File: src/rtl/bufFifoPkg.sv
package bufFifoPkg;

  // Strobes from control to datapath for one clock edge.
  typedef struct packed {
    logic memWrite;  // store din at the write pointer
    logic memRead;   // move the entry at the read pointer into the output register
  } fifoStrobes_t;

endpackage

File: src/rtl/fifoWrapPtr.sv
module fifoWrapPtr #(
  parameter int SLOTS = 3,
  parameter int W     = 2
) (
  input  logic         clk,
  input  logic         rst,
  input  logic         adv,
  output logic [W-1:0] value
);

  localparam logic [W-1:0] LAST = W'(SLOTS - 1);

  // The wrap is an explicit compare, so SLOTS may be any integer.
  always_ff @(posedge clk) begin
    if (rst) begin
      value <= '0;
    end else if (adv) begin
      value <= (value == LAST) ? '0 : value + 1'b1;
    end
  end

endmodule

File: src/rtl/fifoCtrl.sv
module fifoCtrl
  import bufFifoPkg::*;
#(
  parameter int DEPTH = 4,
  parameter int PTR_W = 2,
  parameter int LVL_W = 3
) (
  input  logic             clk,
  input  logic             rst,
  input  logic             we,
  input  logic             re,
  output fifoStrobes_t     strobes,
  output logic [PTR_W-1:0] wrPtr,
  output logic [PTR_W-1:0] rdPtr,
  output logic             writable,
  output logic             readable,
  output logic [LVL_W-1:0] level
);

  localparam int SLOTS = DEPTH - 1;

  logic [LVL_W-1:0] innerCount;
  logic             outValid;
  logic             wrOk;
  logic             rdOk;
  logic             innerHas;
  logic             outDrop;

  always_comb begin
    writable        = (level != LVL_W'(DEPTH));
    readable        = outValid;
    wrOk            = we && writable;
    rdOk            = re && outValid;
    innerHas        = (innerCount != '0);
    // Refill when the output register is empty or is being read this cycle.
    strobes.memRead  = innerHas && (!outValid || rdOk);
    strobes.memWrite = wrOk;
    outDrop          = rdOk && !strobes.memRead;
  end

  always_ff @(posedge clk) begin
    if (rst) begin
      innerCount <= '0;
      outValid   <= 1'b0;
      level      <= '0;
    end else begin
      innerCount <= innerCount + LVL_W'(strobes.memWrite) - LVL_W'(strobes.memRead);
      level      <= level + LVL_W'(wrOk) - LVL_W'(rdOk);
      if (strobes.memRead) begin
        outValid <= 1'b1;
      end else if (outDrop) begin
        outValid <= 1'b0;
      end
    end
  end

  fifoWrapPtr #(.SLOTS(SLOTS), .W(PTR_W)) u_wrPtr (
    .clk  (clk),
    .rst  (rst),
    .adv  (strobes.memWrite),
    .value(wrPtr)
  );

  fifoWrapPtr #(.SLOTS(SLOTS), .W(PTR_W)) u_rdPtr (
    .clk  (clk),
    .rst  (rst),
    .adv  (strobes.memRead),
    .value(rdPtr)
  );

endmodule

File: src/rtl/fifoData.sv
module fifoData
  import bufFifoPkg::*;
#(
  parameter int WIDTH = 8,
  parameter int SLOTS = 3,
  parameter int PTR_W = 2
) (
  input  logic             clk,
  input  logic             rst,
  input  fifoStrobes_t     strobes,
  input  logic [PTR_W-1:0] wrPtr,
  input  logic [PTR_W-1:0] rdPtr,
  input  logic [WIDTH-1:0] din,
  output logic [WIDTH-1:0] dout
);

  logic [WIDTH-1:0] mem [SLOTS];

  always_ff @(posedge clk) begin
    if (strobes.memWrite) begin
      mem[wrPtr] <= din;
    end
  end

  // The registered read port doubles as the output register.
  always_ff @(posedge clk) begin
    if (rst) begin
      dout <= '0;
    end else if (strobes.memRead) begin
      dout <= mem[rdPtr];
    end
  end

endmodule

File: src/rtl/bufFwftFifo.sv
module bufFwftFifo
  import bufFifoPkg::*;
#(
  parameter int WIDTH = 8,
  parameter int DEPTH = 4,   // total capacity, two or more
  localparam int LVL_W = $clog2(DEPTH + 1),
  localparam int SLOTS = DEPTH - 1,
  localparam int PTR_W = (SLOTS > 1) ? $clog2(SLOTS) : 1
) (
  input  logic             clk,
  input  logic             rst,
  input  logic             we,
  input  logic [WIDTH-1:0] din,
  output logic             writable,
  input  logic             re,
  output logic [WIDTH-1:0] dout,
  output logic             readable,
  output logic [LVL_W-1:0] level
);

  fifoStrobes_t     strobes;
  logic [PTR_W-1:0] wrPtr;
  logic [PTR_W-1:0] rdPtr;

  fifoCtrl #(.DEPTH(DEPTH), .PTR_W(PTR_W), .LVL_W(LVL_W)) u_ctrl (
    .clk     (clk),
    .rst     (rst),
    .we      (we),
    .re      (re),
    .strobes (strobes),
    .wrPtr   (wrPtr),
    .rdPtr   (rdPtr),
    .writable(writable),
    .readable(readable),
    .level   (level)
  );

  fifoData #(.WIDTH(WIDTH), .SLOTS(SLOTS), .PTR_W(PTR_W)) u_data (
    .clk    (clk),
    .rst    (rst),
    .strobes(strobes),
    .wrPtr  (wrPtr),
    .rdPtr  (rdPtr),
    .din    (din),
    .dout   (dout)
  );

endmodule

File: config.mk
export PLATFORM = sky130hd
export DESIGN_NAME = bufFwftFifo
export DESIGN_NICKNAME = d
export VERILOG_FILES = /design/src/rtl/bufFifoPkg.sv /design/src/rtl/fifoWrapPtr.sv /design/src/rtl/fifoCtrl.sv /design/src/rtl/fifoData.sv /design/src/rtl/bufFwftFifo.sv
export SDC_FILE = /design/constraint.sdc
export NUM_CORES = 1
export LEC_CHECK = 0
export ABC_CLOCK_PERIOD_IN_PS = 2500
export BUFFER_PORTS_ARGS = -buffer_cell sky130_fd_sc_hd__buf_2
export CORE_MARGIN = 5
export CORE_UTILIZATION = 50
export DETAILED_ROUTE_END_ITERATION = 6
export PLACE_DENSITY = 0.74
export SLEW_MARGIN = 10
export SYNTH_ARGS = -nofsm -noshare
export SYNTH_HDL_FRONTEND = slang
export SYNTH_SLANG_ARGS = --single-unit
File: constraint.sdc
create_clock -name clk -period 2.5 [get_ports clk]
set_clock_uncertainty 0.2 [all_clocks]
set_input_delay 0.25 -clock clk [delete_from_list [all_inputs] [get_ports clk]]
set_output_delay 0.25 -clock clk [all_outputs]
set_load 0.05 [all_outputs]
* After elaboration in Yosys (flattened, before gate mapping)
Memories as Yosys holds them, arrays and structs flattened. A register that Yosys moved wholly into a read port is not among the register bits.
Cells that the tools add are included.
** Word-level totals
- Flip-flop bits (word level) :: 11
- Memory bits (writable) :: 24
- Logic and storage cells :: 30
- Memories kept :: 1
** Operators by class
- $add $sub $neg :: 6
- Eq/ne operators :: 3
- Mux-type cells :: 6
- Reduce and logical (&&, ||, !) cells :: 9
** Memories
- u_data.mem :: words 3, bits a word 8, rd ports 1, clocked after memory_dff 1, wr ports 1, RTL line fifoData.sv:17 : logic [WIDTH-1:0] mem [SLOTS];
** Operator list (number)
- 3-bit by 1-bit adder with 3-bit output :: 2
- 3-bit by 1-bit subtractor with 3-bit output :: 2
- 2-bit by 1-bit adder with 2-bit output (second input constant) :: 2
- 2-bit equality test (second input constant) :: 2
- 1-bit logical AND :: 4
- 1-bit two-way mux :: 4
- 2-bit two-way mux :: 2
- 3-bit inequality test (second input constant) :: 1
- 3-bit nonzero test :: 1
- 1-bit logical NOT :: 2
- 2-bit nonzero test :: 1
- 1-bit logical OR :: 1

* Logic depth before layout (Yosys ltp)
Gate-level depths: netlist (run 1).
- Depth after elaboration :: 7
- Mapped depth :: 10

* Hierarchy
From an unflattened synthesis (run 1), not the netlist that was laid out.
** Unflattened totals
- Cells, all modules :: 124
- Area total of the unflattened synthesis :: 1809.2 um2
** By module, submodules not included
- fifoData :: instances 1, cells each 73, area an instance 1271.2 um2, sequential area each 880.8 um2
- fifoCtrl :: instances 1, cells each 35, area an instance 380.4 um2, sequential area each 140.1 um2
- fifoWrapPtr :: instances 2, cells each 8, area an instance 78.8 um2, sequential area each 40.0 um2

* Worst setup path before layout (run 1)
No wires, ideal clock.
- Path type :: register -> register
- Start :: reg u_ctrl.level[2]
- End :: reg u_ctrl.level[2]
- Library setup time :: 0.128 ns
- Arrival :: 2.408 ns
- Data required time :: 2.172 ns
- Slack :: -0.235 ns
- Cell stages (with the launch flop) :: 10
- Path buffers :: 0
- Period minus slack after synthesis :: 2.735 ns
- Path through :: dfxtp_1 nor3b_1 inv_1 nand2_1 inv_1 ha_1 fa_1 xnor2_1 xnor2_1 nor2_1
** On the way
- Word-level cells in the longest chain between the ends :: 4
** RTL lines
- start: declaration :: RTL line fifoCtrl.sv:17 : output logic [LVL_W-1:0] level
- start signal: assignment :: RTL line fifoCtrl.sv:48 : level <= level + LVL_W'(wrOk) - LVL_W'(rdOk);
- 3-bit inequality test :: RTL line fifoCtrl.sv:30 : writable = (level != LVL_W'(DEPTH));
- named net writable :: RTL line bufFwftFifo.sv:14 : output logic writable,
- 1-bit logical AND :: RTL line fifoCtrl.sv:32 : wrOk = we && writable;
- named net u_ctrl.u_wrPtr.adv :: RTL line fifoWrapPtr.sv:7 : input logic adv,
- 3-bit by 1-bit adder with 3-bit output :: RTL line fifoCtrl.sv:48
- 3-bit by 1-bit subtractor with 3-bit output :: RTL line fifoCtrl.sv:48
The timed path passes the listed nets, and every way through them passes these cells.
A chain may end at the register's enable or synchronous reset.

* Worst setup path in the final report (run 1)
- Start :: reg u_ctrl.innerCount[1]
- End :: reg u_ctrl.innerCount[2]
** On the way
- Word-level cells in the longest chain between the ends :: 3
- Elaborated cells between the ends (all ways) :: 4
** RTL lines
- start: declaration :: RTL line fifoCtrl.sv:22 : logic [LVL_W-1:0] innerCount;
- start signal: assignment :: RTL line fifoCtrl.sv:47 : innerCount <= innerCount + LVL_W'(strobes.memWrite) - LVL_W'(strobes.memRead);
- 3-bit nonzero test :: RTL line fifoCtrl.sv:34 : innerHas = (innerCount != '0);
- 1-bit logical AND :: RTL line fifoCtrl.sv:36 : strobes.memRead = innerHas && (!outValid || rdOk);
- named net u_ctrl.u_rdPtr.adv :: RTL line fifoWrapPtr.sv:7
- 3-bit by 1-bit subtractor with 3-bit output :: RTL line fifoCtrl.sv:47
The timed path passes the listed nets, and every way through them passes these cells.

==> metrics.txt, run 1 <==
drt pass-1 iters=4; most frequent cells in the layout=buf_2, edfxtp_1, dfxtp_1; Post-synth EDFFs=24; Power Total=2410 uW; DRC errors left=0; number of global-route vias before repair=1138; max-capacitance violation count=0; share of layout cells above drive strength 1=0.271; Power Density=1180 mW/mm^2; Peak VDD IR=0.000521 V; Setup-failing EPs final=0; Layout area overhead=19.3%; Synth Instances=131; die height=68.5 microns; Die Wd=68.5 microns; max incr delay on CP=0.39 ns; Critical Path End Type=flip-flop; HP Class=input port to flip-flop; antenna diode count=0; initial antenna violation count=0; CP delay by family, top=adder cells; routability cong.=0.714; Hold Path Sink=u_ctrl.innerCount[1]; CP startpoint kind=flip-flop; first-pass GRT wire length=5050 microns; global routing's busiest layer=met2; Util after Layout=0.612; Lkg Pwr=0.000795 uW; largest net degree at the start of global routing=14; Rel. slew slack=0.612; Global Route Usage Sum=0.149; met3 GRT Util=0.0389; r2r endpoint=u_ctrl.innerCount[2]; Rows=21; reg-to-reg startpoint=u_ctrl.innerCount[1]; Core Area=0.00334 sq mm; FFs w/ async S/R, synth=0; P_sw=984 uW; status=finished, final reports clean; Worst Path Required=2.57 ns; P_int=1430 uW; Clk Latency, worst-skew pair=0.34 ns; f_max=424 MHz; syn nets=149; setup ws final=0.143 ns; CTS Buf Count=5; Synth cell types=27; Least-Margin Pin Slew=0.582 ns; CP Data Arrival Time=2.42 ns; final wirelength=3060 microns; Worst R2R Path Depth=10; flops & latches, synth=43; total gr overflow=0; unrepaired setup endpoints after global routing=no; routed len/inst=14.2 microns; Setup CP Type=flip-flop to flip-flop; worst-path fanout max=5; grt met1 use=0.187; Seq pwr share=0.441; Non-Filler Instances=216; Ports=25; Via density=5.04; sw frac=0.408; Mapped Area=0.00171 sq mm; Worst Min Path Start=rst; clock group share of total power=0.142; initial drt markers=49; Vias=1088; R2R Setup Slk=0.14 ns; fillcell total=276; Buf/Inv on CP=2; Starting Density=0.513; die area=0.00470 sq mm; worst hold stages=2; layout net count=187; average size of a mapped cell=13.1 sq um; slowest CP cell=dfxtp_1; clock slew at reported path FFs=0.11 ns; number of port buffers=24; Routed Antenna Nets=0; Final Max Slew Viols=0; clock sink count=43; Ys Warns=0; Detail Placement HPWL=2170 microns; Cell Chain, Critical Path=nor3_4, nor2_1, ha_1, inv_1, ha_1, inv_1, fa_1, xor2_1, and2_1, nor3_1; predominant post-synthesis flop cell=edfxtp_1; worst hold margin=0.0290 ns; setup slack at placement=-0.00153 ns; Tmin final=2.36 ns; Tcrit/Tclk final=0.943; CTS tree=done; Final Hold Fails=0; cell total after placement=200; met2 global-route usage=0.248; sequential-to-total area share from yosys stat=0.643; Comb power frac=0.417; Max clock buf depth=2; H-Tree Depth=2; Root Buffer Master=clkbuf_4
worst max-delay path by stage:
stage / from / to / slack [ns] / cells past startpoint
after floorplan: u_ctrl.level[0] / u_ctrl.level[2] / 0.008 / 9
after global placement: u_ctrl.innerCount[1] / u_ctrl.innerCount[2] / 0.16 / 10
after detailed placement: u_ctrl.innerCount[1] / u_ctrl.innerCount[2] / -0.002 / 10
after CTS: u_ctrl.innerCount[1] / u_ctrl.innerCount[2] / 0.08 / 10
after global routing: u_ctrl.innerCount[1] / u_ctrl.innerCount[2] / 0.02 / 10
final: u_ctrl.innerCount[1] / u_ctrl.innerCount[2] / 0.14 / 10
stage by stage:
stage	setup TNS, ns	cell area [sq um]
2_1_floorplan	0	1720
3_3_place_gp	0	1890
3_5_place_dp	-0.00153	1890
4_1_cts	0	2040
5_1_grt	0	2040
6_report	0	2040
synthesized netlist by cell type, types with 4 or more instances:
cell      instances  share of area
edfxtp_1         24           0.42
dfxtp_1          19           0.22
ha_1              4          0.029
nor2b_1           4          0.015
nor2_1            4         0.0088
a21oi_1           5          0.015
nand2_1           9          0.020
inv_1            12          0.026
o21ai_0           4          0.012
mux2i_1           8          0.047
mux2_2            8          0.053
o22ai_1           8          0.029
repair_timing:
action / CTS / global route
buffers inserted: 0 / 0
hold buffers: 8 / 0
endpoints found under the setup margin: 1 / 1
resized for setup: 1 / 1
gates cloned: 0 / 0
endpoints found under the hold margin: 24 / 0
power by group through the flow:
stage          clock network, uW  registers [uW]  logic [uW]
2_1_floorplan                  0            1290         540
3_3_place_gp                   0            1060         954
3_5_place_dp                   0            1070        1000
4_1_cts                      356            1060        1010
5_1_grt                      384            1090        1110
6_report                     342            1060        1010
area by class of cell:
| cell class | count | area, sq um | share of cell area |
|---|---|---|---|
| Sequential cell | 43 | 1100 | 0.541 |
| Clock buffer | 6 | 51.3 | 0.0251 |
| Timing Repair Buffer | 34 | 215 | 0.105 |
| Inverter | 13 | 48.8 | 0.0239 |
| Tap cell | 46 | 57.6 | 0.0282 |
| Clock inverter | 2 | 11.3 | 0.00551 |
| Multi-Input combinational cell | 72 | 554 | 0.271 |
sequential cells by signal (all words and copies together) (netlist names):
name	cells
u_data.dout	8
u_ctrl.level	3
u_ctrl.u_wrPtr.value	2
u_data.mem	24
u_ctrl.readable	1
u_ctrl.innerCount	3
u_ctrl.u_rdPtr.value	2
routing by layer:
metal	vias up	part of all wire
li1	543	-
met5	-	0
met4	0	0.011
met2	19	0.52
met3	6	0.044
met1	520	0.43
kinds of logic (layout without fill, tap and decap cells):
family | Yosys count | count (layout) | synth area share
buf+inv | 16 | 55 | 0.0402
flops | 43 | 43 | 0.643
mux | 16 | 16 | 0.0993
fa+ha+maj | 6 | 6 | 0.0526
xor+xnor | 3 | 3 | 0.0153
compound gates | 17 | 17 | 0.0555
simple gates | 30 | 30 | 0.0942
(Power assumes the default switching activity.)
==> run 2, diff against run 1 <==
--- a/config.mk
+++ b/config.mk
@@ -14,4 +14,5 @@
 export SLEW_MARGIN = 10
 export SYNTH_ARGS = -nofsm -noshare
 export SYNTH_HDL_FRONTEND = slang
+export SYNTH_HIERARCHICAL = 1
 export SYNTH_SLANG_ARGS = --single-unit
==> run 2 against run 1 <==
Effect of this change: critical path depth is the same; flip-flop and latch count unchanged; sequential share of layout area decreased by 3.0 points; via count fell by 0.55%; core utilization up 2.3 points; maximum frequency is 0.60% lower; synthesized cell count fell by 5.3%; wire length rose by 0.88%; first-iteration DRC count grew 51%; global-route usage is 1.3 points lower; sequential power barely moved; total power increased by 9.0%; critical path type is now input port to flip-flop; largest cell class unchanged; largest power group unchanged.
==> metrics.txt, run 2 <==
max-capacitance violation count=0 (unchanged); Most common cell on crit path=ha_1; worst-path fanout max=2 (was 5); Commonest cells post-synth=edfxtp_1, dfxtp_1, nand2b_1 (was edfxtp_1, dfxtp_1, inv_1, nand2_1); fillcell total=272 (was 276); final wirelength=3090 microns (was 3060 microns); initial drt markers=74 (was 49); Power Total=2630 uW (was 2410 uW); antenna diode count=0 (unchanged); Lkg Pwr=0.000826 uW (was 0.000795 uW); Final Max Slew Viols=0 (unchanged); Tcrit/Tclk final=0.949 (was 0.943); die area=0.00492 sq mm (was 0.00470 sq mm); total gr overflow=0 (unchanged); Rows=21 (unchanged); Post-synth EDFFs=24 (unchanged); Biggest register=u_data/mem (was u_data.mem); average size of a mapped cell=14.6 sq um (was 13.1 sq um); Vias=1082 (was 1088); f_max=422 MHz (was 424 MHz); Tmin final=2.37 ns (was 2.36 ns); Via density=5.20 (was 5.04); Routed Antenna Nets=0 (unchanged); layout net count=179 (was 187); Ports=25 (unchanged); Die Wd=70.2 microns (was 68.5 microns); flops & latches, synth=43 (unchanged); most frequent cell after synthesis=edfxtp_1 (unchanged); Synth cell types=25 (was 27); CP delay by family, top=adder cells (unchanged); most frequent cells in the layout=buf_2, edfxtp_1, dfxtp_1 (unchanged); Area contributors post-synth=edfxtp_1, dfxtp_1, o221ai_2 (was edfxtp_1, dfxtp_1, mux2_2); Final Hold Fails=0 (unchanged); Critical Path End Type=flip-flop (unchanged); status=finished, final reports clean (unchanged); Starting Density=0.530 (was 0.513); number of port buffers=24 (unchanged); FFs w/ async S/R, synth=0 (unchanged); max reg flops=24 (unchanged); Synth top area share=0.398 (was 0.421); CP Data Arrival Time=2.47 ns (was 2.42 ns); Max clock buf depth=2 (unchanged); setup tns final=0 ns (unchanged); setup slack at placement=0.230 ns (was -0.00153 ns); Cell Chain, Critical Path=dlygate4sd3_1, buf_2, nand2b_1, nor2b_1, ha_1, inv_1, ha_1, fa_2, xor3_1, nor2_1 (was nor3_4, nor2_1, ha_1, inv_1, ha_1, inv_1, fa_1, xor2_1, and2_1, nor3_1); Ys Warns=6 (was 0); CP startpoint kind=input port (was flip-flop); largest net degree at the start of global routing=28 (was 14); number of global-route vias before repair=1040 (was 1138); sequential-to-total area share from yosys stat=0.609 (was 0.643); initial antenna violation count=0 (unchanged); Global Route Usage Sum=0.136 (was 0.149); max incr delay on CP=0.54 ns (was 0.39 ns); Rel. slew slack=0.602 (was 0.612); Worst Path Required=2.59 ns (was 2.57 ns); HP Class=input port to flip-flop (unchanged); Synth area leader=edfxtp_1 (unchanged); routed len/inst=14.9 microns (was 14.2 microns); Root Buffer Master=clkbuf_4 (unchanged); predominant post-synthesis flop cell=edfxtp_1 (unchanged); Clk Latency, worst-skew pair=0.34 ns (about the same); setup ws final=0.129 ns (was 0.143 ns); Setup-failing EPs final=0 (unchanged); clock sink count=43 (unchanged); share of layout cells above drive strength 1=0.296 (was 0.271); DRC errors left=0 (unchanged); drt pass-1 iters=4 (unchanged); CTS Buf Count=5 (unchanged); Core Area=0.00342 sq mm (was 0.00334 sq mm); Detail Placement HPWL=1950 microns (was 2170 microns); FF/Latch Area=0.00111 sq mm (was 0.00110 sq mm); H-Tree Depth=2 (unchanged); Power Density=1210 mW/mm^2 (was 1180 mW/mm^2); Mapped Area=0.00181 sq mm (was 0.00171 sq mm); Layout area overhead=19.9% (was 19.3%); Setup CP Type=input port to flip-flop (was flip-flop to flip-flop); unrepaired setup endpoints after global routing=no (unchanged); Peak VDD IR=0.000857 V (was 0.000521 V); clock slew at reported path FFs=0.12 ns (was 0.11 ns); slowest CP cell=dlygate4sd3_1 (was dfxtp_1); Synth Instances=124 (was 131); Multi-input gate area=651 sq um (was 554 sq um); CTS tree=done (unchanged); syn nets=142 (was 149); routability cong.=0.682 (was 0.714); largest registers=u_data/mem (24), u_data/dout (8) (was u_data.mem (24), u_data.dout (8)); die height=70.2 microns (was 68.5 microns); Buf/Inv on CP=3 (was 2); Least-Margin Pin Slew=0.596 ns (was 0.582 ns); first-pass GRT wire length=5060 microns (was 5050 microns)
-- run 2: cells by family (layout without fill, tap and decap cells) --
family | Yosys count | count (layout) | share of synthesized area
flops | 43 | 43 | 0.609
simple gates | 41 | 41 | 0.157
compound gates | 13 | 13 | 0.0802
buf+inv | 11 | 49 | 0.0346
mux | 8 | 8 | 0.0443
fa+ha+maj | 6 | 6 | 0.0498
xor+xnor | 2 | 2 | 0.0256
-- run 2: area by class of cell --
type,count,share of cell area
clock buffer,6,0.0190
sequential,43,0.511
tap,46,0.0265
multi-input combinational,70,0.300
timing repair buffer,36,0.107
inverter,5,0.00865
clock inverter,2,0.0277
-- run 2: repair_timing --
| item | CTS | global route |
|---|---|---|
| hold endpoints to repair | 25 | 0 |
| buffers inserted | 0 | 0 |
| hold buffers | 9 | 0 |
| setup endpoints to repair | 0 | 1 |
| gates resized for setup | 0 | 1 |
-- run 2: worst register-to-register path: stages (launching register included) --
cell and delay, ns:
dfxtp_2 0.36, or3b_4 0.40, nand2_1 0.10, ha_1 0.23
inv_1 0.06, ha_1 0.14, inv_1 0.05, fa_1 0.37
xnor3_1 0.22, nor2_1 0.04
-- run 2: stage by stage --
| step | util | instance area (sq um) | cells | hold slack, ns |
|---|---|---|---|---|
| global route | 0.635 | 2170 | 208 | 0.193 |
| global placement | 0.578 | 1980 | 191 | 0.248 |
| CTS | 0.634 | 2170 | 208 | 0.153 |
| finish | 0.635 | 2170 | 208 | 0.170 |
| detailed placement | 0.578 | 1980 | 191 | 0.256 |
| floorplan | - | 1820 | 124 | 0.109 |
-- run 2: path summary, 6_finish.rpt --
kind	from	end	slack, ns	depth (start not counted)
worst max-delay path	re	u_ctrl/innerCount[2]	0.13	10
worst min-delay path	rst	u_ctrl/level[1]	0.17	3
worst max register to register	u_ctrl/level[1]	u_ctrl/level[2]	0.22	9
worst min register to register	u_ctrl/readable	u_ctrl/readable	0.31	2
-- run 2: where the power goes --
part	switching [uW]	internal, uW	leakage [uW]	total (uW)
registers	135	921	0.000380	1060
clock network	213	312	0.0000525	525
logic	638	410	0.000394	1050
total	986	1640	0.000826	2630
-- run 2: layer usage --
layer	wire length, microns	GRT usage	up-vias
met1	1370	0.170	532
met3	115	0.0445	4
li1	-	-	531
met2	1550	0.213	15
met4	55	0.0638	0
met5	0	0	-
